[src/rtl/rtc_pkg.sv]
package rtc_pkg;

   typedef struct packed {
      logic [7:0] year;
      logic [7:0] month;
      logic [7:0] date;
      logic [7:0] dow;
      logic [7:0] hour;
      logic [7:0] min;
      logic [7:0] sec;
   } rtc_time_t;

   localparam int unsigned A_CTRL  = 0;
   localparam int unsigned A_SEC   = 1;
   localparam int unsigned A_MIN   = 2;
   localparam int unsigned A_HOUR  = 3;
   localparam int unsigned A_DOW   = 4;
   localparam int unsigned A_DATE  = 5;
   localparam int unsigned A_MONTH = 6;
   localparam int unsigned A_YEAR  = 7;

   localparam rtc_time_t TIME_RST = '{year: 8'h00, month: 8'h01, date: 8'h01,
                                      dow: 8'h01, hour: 8'h00, min: 8'h00, sec: 8'h00};

   function automatic logic [7:0] bcd_to_bin(input logic [7:0] b);
      return 8'(b[7:4] * 4'd10) + 8'(b[3:0]);
   endfunction

   function automatic logic [7:0] month_len(input logic [7:0] month, input logic leap);
      logic [7:0] m;
      m = bcd_to_bin(month);
      case (m)
         8'd2:                     month_len = leap ? 8'h29 : 8'h28;
         8'd4, 8'd6, 8'd9, 8'd11:  month_len = 8'h30;
         default:                  month_len = 8'h31;
      endcase
   endfunction

endpackage

[src/rtl/rtc_bcd_step.sv]
module rtc_bcd_step (
   input  logic [7:0] val_i,
   input  logic       en_i,
   input  logic [7:0] lo_i,
   input  logic [7:0] hi_i,
   output logic [7:0] nxt_o,
   output logic       wrap_o
);
   logic [7:0] inc;

   always_comb begin
      if (val_i[3:0] >= 4'd9) inc = {val_i[7:4] + 4'd1, 4'd0};
      else                    inc = {val_i[7:4], val_i[3:0] + 4'd1};
      wrap_o = en_i && (val_i >= hi_i);
      if (wrap_o)    nxt_o = lo_i;
      else if (en_i) nxt_o = inc;
      else           nxt_o = val_i;
   end
endmodule

[src/rtl/rtc_counter.sv]
module rtc_counter
   import rtc_pkg::*;
#(
   parameter bit LEAP_EN = 1'b1
) (
   input  logic      clk_i,
   input  logic      rst_ni,
   input  logic      tick_i,
   input  logic      run_i,
   input  logic      load_i,
   input  rtc_time_t load_val_i,
   output rtc_time_t time_o,
   output rtc_time_t next_o
);
   rtc_time_t time_q;
   logic      step;
   logic      c_sec, c_min, c_hour, c_dow, c_date, c_month, c_year;
   logic      leap;
   logic [7:0] date_hi;

   assign step = tick_i && run_i;

   generate
      if (LEAP_EN) begin : g_leap
         assign leap = (bcd_to_bin(time_q.year) & 8'd3) == 8'd0;
      end else begin : g_noleap
         assign leap = 1'b0;
      end
   endgenerate

   assign date_hi = month_len(time_q.month, leap);

   rtc_bcd_step u_sec   (.val_i(time_q.sec),   .en_i(step),   .lo_i(8'h00), .hi_i(8'h59),
                         .nxt_o(next_o.sec),   .wrap_o(c_sec));
   rtc_bcd_step u_min   (.val_i(time_q.min),   .en_i(c_sec),  .lo_i(8'h00), .hi_i(8'h59),
                         .nxt_o(next_o.min),   .wrap_o(c_min));
   rtc_bcd_step u_hour  (.val_i(time_q.hour),  .en_i(c_min),  .lo_i(8'h00), .hi_i(8'h23),
                         .nxt_o(next_o.hour),  .wrap_o(c_hour));
   rtc_bcd_step u_dow   (.val_i(time_q.dow),   .en_i(c_hour), .lo_i(8'h01), .hi_i(8'h07),
                         .nxt_o(next_o.dow),   .wrap_o(c_dow));
   rtc_bcd_step u_date  (.val_i(time_q.date),  .en_i(c_hour), .lo_i(8'h01), .hi_i(date_hi),
                         .nxt_o(next_o.date),  .wrap_o(c_date));
   rtc_bcd_step u_month (.val_i(time_q.month), .en_i(c_date), .lo_i(8'h01), .hi_i(8'h12),
                         .nxt_o(next_o.month), .wrap_o(c_month));
   rtc_bcd_step u_year  (.val_i(time_q.year),  .en_i(c_month),.lo_i(8'h00), .hi_i(8'h99),
                         .nxt_o(next_o.year),  .wrap_o(c_year));

   always_ff @(posedge clk_i or negedge rst_ni) begin
      if (!rst_ni)     time_q <= TIME_RST;
      else if (load_i) time_q <= load_val_i;
      else if (step)   time_q <= next_o;
   end

   assign time_o = time_q;


   hold_when_idle_chk: assert property (@(posedge clk_i) disable iff (!rst_ni)
      (!step && !load_i) |=> $stable(time_q));

   sec_advances_chk: assert property (@(posedge clk_i) disable iff (!rst_ni)
      (step && !load_i && time_q.sec < 8'h80) |=> time_q.sec != $past(time_q.sec));

   dow_range_chk: assert property (@(posedge clk_i) disable iff (!rst_ni)
      (step && !load_i && $past(time_q.dow) == 8'h07 && time_q.dow == 8'h07 && c_hour)
         |=> time_q.dow == 8'h01);
endmodule

[src/rtl/bcd_rtc_core.sv]
module bcd_rtc_core
   import rtc_pkg::*;
#(
   parameter int unsigned ADDR_W  = 3,
   parameter int unsigned DATA_W  = 8,
   parameter bit          LEAP_EN = 1'b1
) (
   input  logic              clk_i,
   input  logic              rst_ni,
   input  logic              sec_tick_i,
   input  logic [ADDR_W-1:0] addr_i,
   input  logic              we_i,
   input  logic [7:0]        wdata_i,
   output logic [7:0]        rdata_o
);
   localparam int unsigned NUM_REGS = 8;

   generate
      if (DATA_W != 8) begin : g_bad_data
         $error("bcd_rtc_core: DATA_W must be 8");
      end
      if ((1 << ADDR_W) < NUM_REGS) begin : g_bad_addr
         $error("bcd_rtc_core: ADDR_W too small for the register map");
      end
   endgenerate

   logic      wfrz_q, rfrz_q, stop_q;
   rtc_time_t vis_q, cnt_time, cnt_next;
   logic      wr_ctrl, release_w;

   assign wr_ctrl   = we_i && (addr_i == ADDR_W'(A_CTRL));
   assign release_w = wr_ctrl && wfrz_q && !wdata_i[7];

   rtc_counter #(.LEAP_EN(LEAP_EN)) u_cnt (
      .clk_i     (clk_i),
      .rst_ni    (rst_ni),
      .tick_i    (sec_tick_i),
      .run_i     (!stop_q),
      .load_i    (release_w),
      .load_val_i(vis_q),
      .time_o    (cnt_time),
      .next_o    (cnt_next)
   );

   always_ff @(posedge clk_i or negedge rst_ni) begin
      if (!rst_ni) begin
         wfrz_q <= 1'b0;
         rfrz_q <= 1'b0;
         stop_q <= 1'b1;
         vis_q  <= TIME_RST;
      end else begin
         if (wr_ctrl) {wfrz_q, rfrz_q} <= wdata_i[7:6];
         if (we_i && addr_i == ADDR_W'(A_SEC)) stop_q <= wdata_i[7];
         if (wfrz_q) begin
            if (we_i) begin
               case (int'(addr_i))
                  A_SEC:   vis_q.sec   <= {1'b0, wdata_i[6:0]};
                  A_MIN:   vis_q.min   <= {1'b0, wdata_i[6:0]};
                  A_HOUR:  vis_q.hour  <= {2'b0, wdata_i[5:0]};
                  A_DOW:   vis_q.dow   <= {5'b0, wdata_i[2:0]};
                  A_DATE:  vis_q.date  <= {2'b0, wdata_i[5:0]};
                  A_MONTH: vis_q.month <= {3'b0, wdata_i[4:0]};
                  A_YEAR:  vis_q.year  <= wdata_i;
                  default: ;
               endcase
            end
         end else if (!rfrz_q && sec_tick_i) begin
            vis_q <= cnt_next;
         end
      end
   end

   always_comb begin
      case (int'(addr_i))
         A_CTRL:  rdata_o = {wfrz_q, rfrz_q, 6'b0};
         A_SEC:   rdata_o = {stop_q, vis_q.sec[6:0]};
         A_MIN:   rdata_o = vis_q.min;
         A_HOUR:  rdata_o = vis_q.hour;
         A_DOW:   rdata_o = vis_q.dow;
         A_DATE:  rdata_o = vis_q.date;
         A_MONTH: rdata_o = vis_q.month;
         A_YEAR:  rdata_o = vis_q.year;
         default: rdata_o = 8'h00;
      endcase
   end


   frozen_vis_hold_chk: assert property (@(posedge clk_i) disable iff (!rst_ni)
      ((wfrz_q || rfrz_q) && !we_i) |=> $stable(vis_q));

   ignored_write_chk: assert property (@(posedge clk_i) disable iff (!rst_ni)
      (!wfrz_q && we_i && addr_i != ADDR_W'(A_CTRL) && !sec_tick_i) |=> $stable(vis_q));

   release_load_chk: assert property (@(posedge clk_i) disable iff (!rst_ni)
      release_w |=> cnt_time == $past(vis_q));

   refresh_chk: assert property (@(posedge clk_i) disable iff (!rst_ni)
      (!wfrz_q && !rfrz_q && sec_tick_i && !we_i) |=> vis_q == cnt_time);
endmodule

[config.mk]
export PLATFORM = sky130hd
export DESIGN_NAME = bcd_rtc_core
export DESIGN_NICKNAME = d
export VERILOG_FILES = /design/src/rtl/rtc_pkg.sv /design/src/rtl/rtc_bcd_step.sv /design/src/rtl/rtc_counter.sv /design/src/rtl/bcd_rtc_core.sv
export SDC_FILE = /design/constraint.sdc
export NUM_CORES = 1
export LEC_CHECK = 0
export BUFFER_PORTS_ARGS = -buffer_cell sky130_fd_sc_hd__buf_2
export CAP_MARGIN = 20
export CORE_MARGIN = 5
export CORE_UTILIZATION = 40
export CTS_CLUSTER_SIZE = 10
export DETAILED_ROUTE_END_ITERATION = 8
export PLACE_DENSITY = 0.63
export SLEW_MARGIN = 20
export SYNTH_ARGS = -nofsm -noshare
export SYNTH_HDL_FRONTEND = slang
export SYNTH_SLANG_ARGS = --single-unit
[constraint.sdc]
create_clock -name clk_i -period 5.5 [get_ports clk_i]
set_clock_uncertainty 0.15 [all_clocks]
set_input_delay 0 -clock clk_i [delete_from_list [all_inputs] [get_ports clk_i]]
set_output_delay 0 -clock clk_i [all_outputs]
set_load 0.05 [all_outputs]
### Word level (Yosys, flattened, before mapping)

Index checks and enable logic that the tools add are counted.

| storage, ports and cells | value |
|---|---|
| latch bits | 0 |
| output and inout bits | 8 |
| memories | 0 |
| ROM bits | 0 |
| input port bits | 15 |
| register bits | 115 |
| memory bits (writable) | 0 |

| operators by class | value |
|---|---|
| eq/ne operators | 20 |
| $lt $le $gt $ge | 14 |
| $mul | 2 |
| $add $sub $neg | 16 |
| div/mod/pow operators | 0 |
| muxes and demuxes | 36 |
| reduce and logical (&&, ||, !) cells | 28 |
| shift operators | 0 |
| bitwise gates (word level) | 0 |

Operator list:

| kind | count |
|---|---|
| 2-to-1 mux 56 bit | 5 |
| 2-to-1 mux 8 bit | 28 |
| case mux 8 bit (8 select lines) | 1 |
| adder 4 x 1 -> 4 bit, second input constant | 14 |
| greater-or-equal comparator 4 bit, second input constant | 7 |
| AND reduction 3 bit | 7 |
| equality test 8 x 3 -> 1 bit, second input constant | 2 |
| equality test 8 x 4 -> 1 bit, second input constant | 2 |
| greater-or-equal comparator 8 x 7 -> 1 bit, second input constant | 2 |
| case mux 8 bit (2 select lines) | 1 |
| != test 2 x 1 -> 1 bit, second input constant | 7 |
| logical AND 1 bit | 13 |
| equality test 3 bit, second input constant | 4 |
| adder 8 x 4 -> 8 bit | 1 |
| equality test 8 x 2 -> 1 bit, second input constant | 1 |
| greater-or-equal comparator 8 x 3 -> 1 bit, second input constant | 1 |
| greater-or-equal comparator 8 x 5 -> 1 bit, second input constant | 1 |
| greater-or-equal comparator 8 x 6 -> 1 bit, second input constant | 1 |
| greater-or-equal comparator 8 bit | 1 |
| greater-or-equal comparator 8 bit, second input constant | 1 |
| zero test 8 bit | 1 |
| multiplier 4 x 3 -> 7 bit, second input constant | 1 |
| equality test 3 x 2 -> 1 bit, second input constant | 2 |
| multiplier 4 x 3 -> 1 bit, second input constant | 1 |
| 8 further kinds | 11 |

### Longest topological paths before layout

| logic depth | value |
|---|---|
| depth after elaboration | 12 |
| depth in mapped cells | 16 |
| gate-level depth less buffers | 15 |

### Hierarchy

Synthesis repeated with hierarchy kept, for this count alone.

| unflattened totals | value |
|---|---|
| cells, all modules | 1051 |
| area, all modules | 10108.4 sq um |

By module, submodules not included:

| module | times used | cells each | sequential area each (sq um) | area an instance (sq um) |
|---|---|---|---|---|
| rtc_bcd_step | 7 | 64 | 0.0 | 520.5 |
| bcd_rtc_core | 1 | 321 | 1481.4 | 3558.4 |
| rtc_counter | 1 | 282 | 1405.1 | 2906.5 |

### Least setup slack after synthesis

No wires, ideal clock.

| path | value |
|---|---|
| kind | register -> register |
| from | reg u_cnt.time_q (netlist bit u_cnt.time_o[45]) |
| to | reg vis_q[47] (netlist bit) |
| library setup time | 122 ps |
| path slack | 1344 ps |
| buffers on the path | 1 |
| cell stages (with the launch flop) | 15 |
| arrival | 3884 ps |
| period minus slack after synthesis | 4156 ps |
| cells stage by stage | dfrtp_1 -> ha_1 -> ha_1 -> fa_1 -> or3_1 -> a221oi_1 -> nand2_1 -> ha_1 -> nor4b_2 -> o211ai_2 -> or2_1 -> and3_4 -> buf_6 -> a41o_1 -> a32o_1 |

| between the ends | value |
|---|---|
| word-level cells in the longest chain between the ends | 11 |
| elaborated cells between the ends (all ways) | 19 |

Ends and longest elaborated chain:

| what | RTL line | text |
|---|---|---|
| start: declaration | rtc_counter.sv:15 | `rtc_time_t time_q;` |
| start signal: assignment | rtc_counter.sv:50 | `else if (load_i) time_q <= load_val_i;` |
| start signal: assignment | rtc_counter.sv:51 | `else if (step) time_q <= next_o;` |
| multiplier 4 x 3 -> 7 bit | rtc_pkg.sv:26 | `return 8'(b[7:4] * 4'd10) + 8'(b[3:0]);` |
| adder 8 x 4 -> 8 bit | rtc_pkg.sv:26 |  |
| equality test 8 x 3 -> 1 bit / equality test 8 x 4 -> 1 bit (equally long branches) | rtc_pkg.sv:32 | `case (m)` |
| OR reduction 4 bit | rtc_pkg.sv:32 |  |
| case mux 8 bit (2 select lines) | rtc_pkg.sv:32 |  |
| greater-or-equal comparator 8 bit | rtc_bcd_step.sv:14 | `wrap_o = en_i && (val_i >= hi_i);` |
| logical AND 1 bit | rtc_bcd_step.sv:14 |  |
| 2-to-1 mux 8 bit / logical AND 1 bit (equally long branches) | rtc_bcd_step.sv:16, rtc_bcd_step.sv:14 |  |
| 2-to-1 mux 8 bit (*) | rtc_bcd_step.sv:15 | `if (wrap_o) nxt_o = lo_i;` |
| 2-to-1 mux 56 bit (*) | bcd_rtc_core.sv:67 | `end else if (!rfrz_q && sec_tick_i) begin` |
| 2-to-1 mux 56 bit (*) | bcd_rtc_core.sv:54 | `if (wfrz_q) begin` |
| end signal: assignment | bcd_rtc_core.sv:68 | `vis_q <= cnt_next;` |
| end: declaration | bcd_rtc_core.sv:28 | `rtc_time_t vis_q, cnt_time, cnt_next;` |

Mark *: on every way between the ends. The rest lies on a longest branch, timed or not. The select of a mux whose other input is x is not followed.
A chain may end at the register's enable or synchronous reset.

### Final worst setup path

| path | value |
|---|---|
| from | reg u_cnt.time_q (netlist bit u_cnt.time_o[45]) |
| to | reg vis_q[54] (netlist bit) |

| between the ends | value |
|---|---|
| word-level cells in the longest chain between the ends | 12 |
| elaborated cells between the ends (all ways) | 18 |

Ends and longest elaborated chain:

| what | RTL line |
|---|---|
| multiplier 4 x 3 -> 7 bit | rtc_pkg.sv:26 |
| adder 8 x 4 -> 8 bit | rtc_pkg.sv:26 |
| equality test 8 x 3 -> 1 bit / equality test 8 x 4 -> 1 bit (equally long branches) | rtc_pkg.sv:32 |
| OR reduction 4 bit | rtc_pkg.sv:32 |
| case mux 8 bit (2 select lines) | rtc_pkg.sv:32 |
| greater-or-equal comparator 8 bit | rtc_bcd_step.sv:14 |
| logical AND 1 bit | rtc_bcd_step.sv:14 |
| logical AND 1 bit (*) | rtc_bcd_step.sv:14 |
| 2-to-1 mux 8 bit / logical AND 1 bit (equally long branches) | rtc_bcd_step.sv:16, rtc_bcd_step.sv:14 |
| 2-to-1 mux 8 bit (*) | rtc_bcd_step.sv:15 |
| 2-to-1 mux 56 bit (*) | bcd_rtc_core.sv:67 |
| 2-to-1 mux 56 bit (*) | bcd_rtc_core.sv:54 |

Marked as above.

==> flow_metrics.env <==
export IMPL_holdWs_ps=1.021
export IMPL_rsz0062_at_grt="no"
export IMPL_via_per_inst=5.927
export IMPL_pre_cts_slack_ps=876.3
export IMPL_drc_errors=0
export IMPL_status="completed"
export IMPL_start_util_pct=40.83
export IMPL_vias=6040
export IMPL_maxSlewViolCount=0
export IMPL_final_nets=844
export IMPL_synth_cell_type_count=73
export IMPL_numCtsBuffers=17
export IMPL_fin_tns_setup_ps=0
export IMPL_syn_area_um2=7062
export IMPL_yosys_warnings=0
export IMPL_max_freq_mhz=216.5
export IMPL_dieArea_um2=20410
export IMPL_relSlewSlack_pct=30.41
export IMPL_synth_ff_type="dfrtp_1"
export IMPL_cp_arrival_ps=4800
export IMPL_synthArstFlopShare_pct=100.0
export IMPL_cp_start_kind="register"
export IMPL_initialDrtViolationCount=536
export IMPL_htreeDepth=4
export IMPL_setup_violations=0
export IMPL_avgSynthCellArea_um2=9.304
export IMPL_drive_above_1_share_pct=13.73
export IMPL_use_met1_pct=27.98
export IMPL_drt_wl_total_mm=20.28
export IMPL_seq_area_frac_synth_pct=40.88
export IMPL_min_path_type="input pin to async pin"
export IMPL_gp_congestion=0.8719
export IMPL_syn_inst=759
export IMPL_hold_violations=0
export IMPL_fp_row_count=48
export IMPL_maxCapViolations=0
export IMPL_worst_ep_required_time_ps=5680
export IMPL_synth_most_common_cell="nand2_1"
export IMPL_crit_type="register to register"
export IMPL_use_met3_pct=4.186
export IMPL_grt_pass1_wl_mm=32.49
export IMPL_fp_dieW_um=142.9
export IMPL_ir_worst_vdd_mv=0.2657
export IMPL_cts_max_path_buffers=2
export IMPL_cts_tree="done"
export IMPL_ys_ff_latch=115
export IMPL_first_pass_iters=5
export IMPL_post_drt_wl_per_cell_um=19.90
export IMPL_fin_ws_ps=880.2
export IMPL_cts_sinks=115
export IMPL_worst_path_max_fanout=11
export IMPL_postRouteAntennaNets=0
export IMPL_antenna_found_initial=0
export IMPL_fin_crit_ps=4620
export IMPL_portBuffers=22
export IMPL_synth_top_area_share_pct=38.27
export IMPL_pwr_density_cell_nw_per_um2=493.0
export IMPL_place_hpwl_mm=14.23
export IMPL_core_um2=17300
export IMPL_overflow=0
export IMPL_antenna_cells=0
export IMPL_cp_end_kind="register"
export IMPL_grt_total_usage_pct=20.65
export IMPL_synthTopCellsByArea="dfrtp_1 38%, ha_1 8.2%, nand2_1 6.4%"
export IMPL_clockRootBuffer="clkbuf_16"
export IMPL_crit_path_top_delay_cell="fa_1"
export IMPL_grt_max_degree=67
export IMPL_area_growth_pct=14.28
export IMPL_cts_resized=0
export IMPL_crit_family="compound AO/OA/AOI/OAI gates"
export IMPL_ioPinCount=23
export IMPL_grt_util_met2_pct=32.17
export IMPL_p_leak_nw=3.524
export IMPL_clock_latency_ps=420
export IMPL_cp_slowest_stage_delay_ps=500
export IMPL_grt_busiest_layer="met2"
export IMPL_synth_nets=822
export IMPL_yosysTopAreaCell="dfrtp_1"
export IMPL_crit_top_cell="ha_1"
export IMPL_crit_buf_inv=0
export IMPL_grt_pass1_vias=5876
export IMPL_worstMarginPinSlew_ps=1044
export IMPL_crit_chain="ha_1 > ha_1 > fa_1 > or3_1 > a221oi_1 > nand2_1 > ha_1 > nor4b_2 > o211ai_2 > o211ai_2 > or2_1 > o21ai_1 > o221ai_1"
export IMPL_synth_edf_count=0
export IMPL_die_h_um=142.9
export IMPL_synthTopCellsByCount="120 x nand2_1, 108 x dfrtp_1, 62 x nor2_1"
export IMPL_fin_crit_sh_pct=84.00
export IMPL_clk_pin_slew_ps=50
-- worst register-to-register path: cells and delay by family, from the launching register on --
family	cells	cell delay (ps)
AOI/OAI and AO/OA	5	1420
adders and majority gates	4	1360
and+or+nand+nor	4	1150
DFF	1	460
-- per-stage QoR --
step | total power, W | cells | utilization (%) | instance area [µm²]
floorplan | 0.002396 | 759 | - | 7062
global placement | 0.002804 | 974 | 42.46 | 7343
detailed placement | 0.002838 | 974 | 42.46 | 7343
CTS | 0.003983 | 1019 | 46.64 | 8068
global route | 0.004235 | 1019 | 46.66 | 8070
finish | 0.003979 | 1019 | 46.66 | 8070
-- state kept, by name, indices dropped and copies added, names as in the netlist --
name	count
wfrz_q	1
rfrz_q	1
stop_q	1
u_cnt.time_o	56
vis_q	56
-- timing repair --
item	in CTS	in global routing
hold buffers	13	0
setup buffers	0	0
hold endpoints to repair	66	0
-- logic make-up (layout without fill, tap and decap cells) --
group	Yosys count	after routing	synth area share, %
XOR/XNOR	13	13	1.612
flip-flops	115	115	40.88
multiplexers	34	34	6.627
adder cells (fa/ha/maj)	48	48	8.717
AO/OA/AOI/OAI	221	221	21.26
buffers and inverters	67	102	3.951
AND/OR/NAND/NOR	261	261	16.96
-- cell usage in the layout, fill, tap and decap left out, types with 9 or more instances in the layout --
cell type and count:
dlygate4sd3_1 13, dfrtp_1 108, nand2_1 119, buf_2 21, a21oi_1 43, o21ai_0 56
inv_1 28, a22oi_1 14, o221ai_1 26, o31ai_1 16, nor2_1 62, nor3_1 9
clkbuf_16 17, ha_1 46, mux2_2 21, xnor2_1 9, nand3_1 20
-- per-layer routing --
metal / wire [µm] / up-vias / share of wire [%]
li1: - / 2820 / -
met1: 8898 / 2950 / 44
met2: 9366 / 221 / 46
met3: 1333 / 49 / 6.6
met4: 680 / 0 / 3.4
met5: 0 / - / 0
-- report_power, final --
group          internal [W]  switching, W  leakage [nW]
Clock              0.000730      0.000395         0.300
Sequential          0.00117      0.000380          1.47
Combinational      0.000552      0.000754          1.75
-- path summary, 6_finish.rpt --
kind | startpoint | end | slack (ps) | cells after the start
hold reg to reg | vis_q[7] | u_cnt.time_o[7] | 340 | 2
hold / removal | rst_ni | vis_q[30] | 1 | 2
min in group clk_i | sec_tick_i | vis_q[3] | 110 | 5
setup reg to reg | u_cnt.time_o[45] | vis_q[54] | 880 | 13
max in group asynchronous | rst_ni | u_cnt.time_o[48] | 3890 | 3
setup / recovery | u_cnt.time_o[45] | vis_q[54] | 880 | 13
-- final cells by class --
type	count	area [µm²]
clock buffer	21	460.4
multi-input combinational	577	3908
sequential	115	2887
fill	1651	9226
clock inverter	11	133.9
timing repair buffer	42	295.3
tap	225	281.5
inverter	28	105.1
Note: power is estimated with default switching activity, not from simulation.
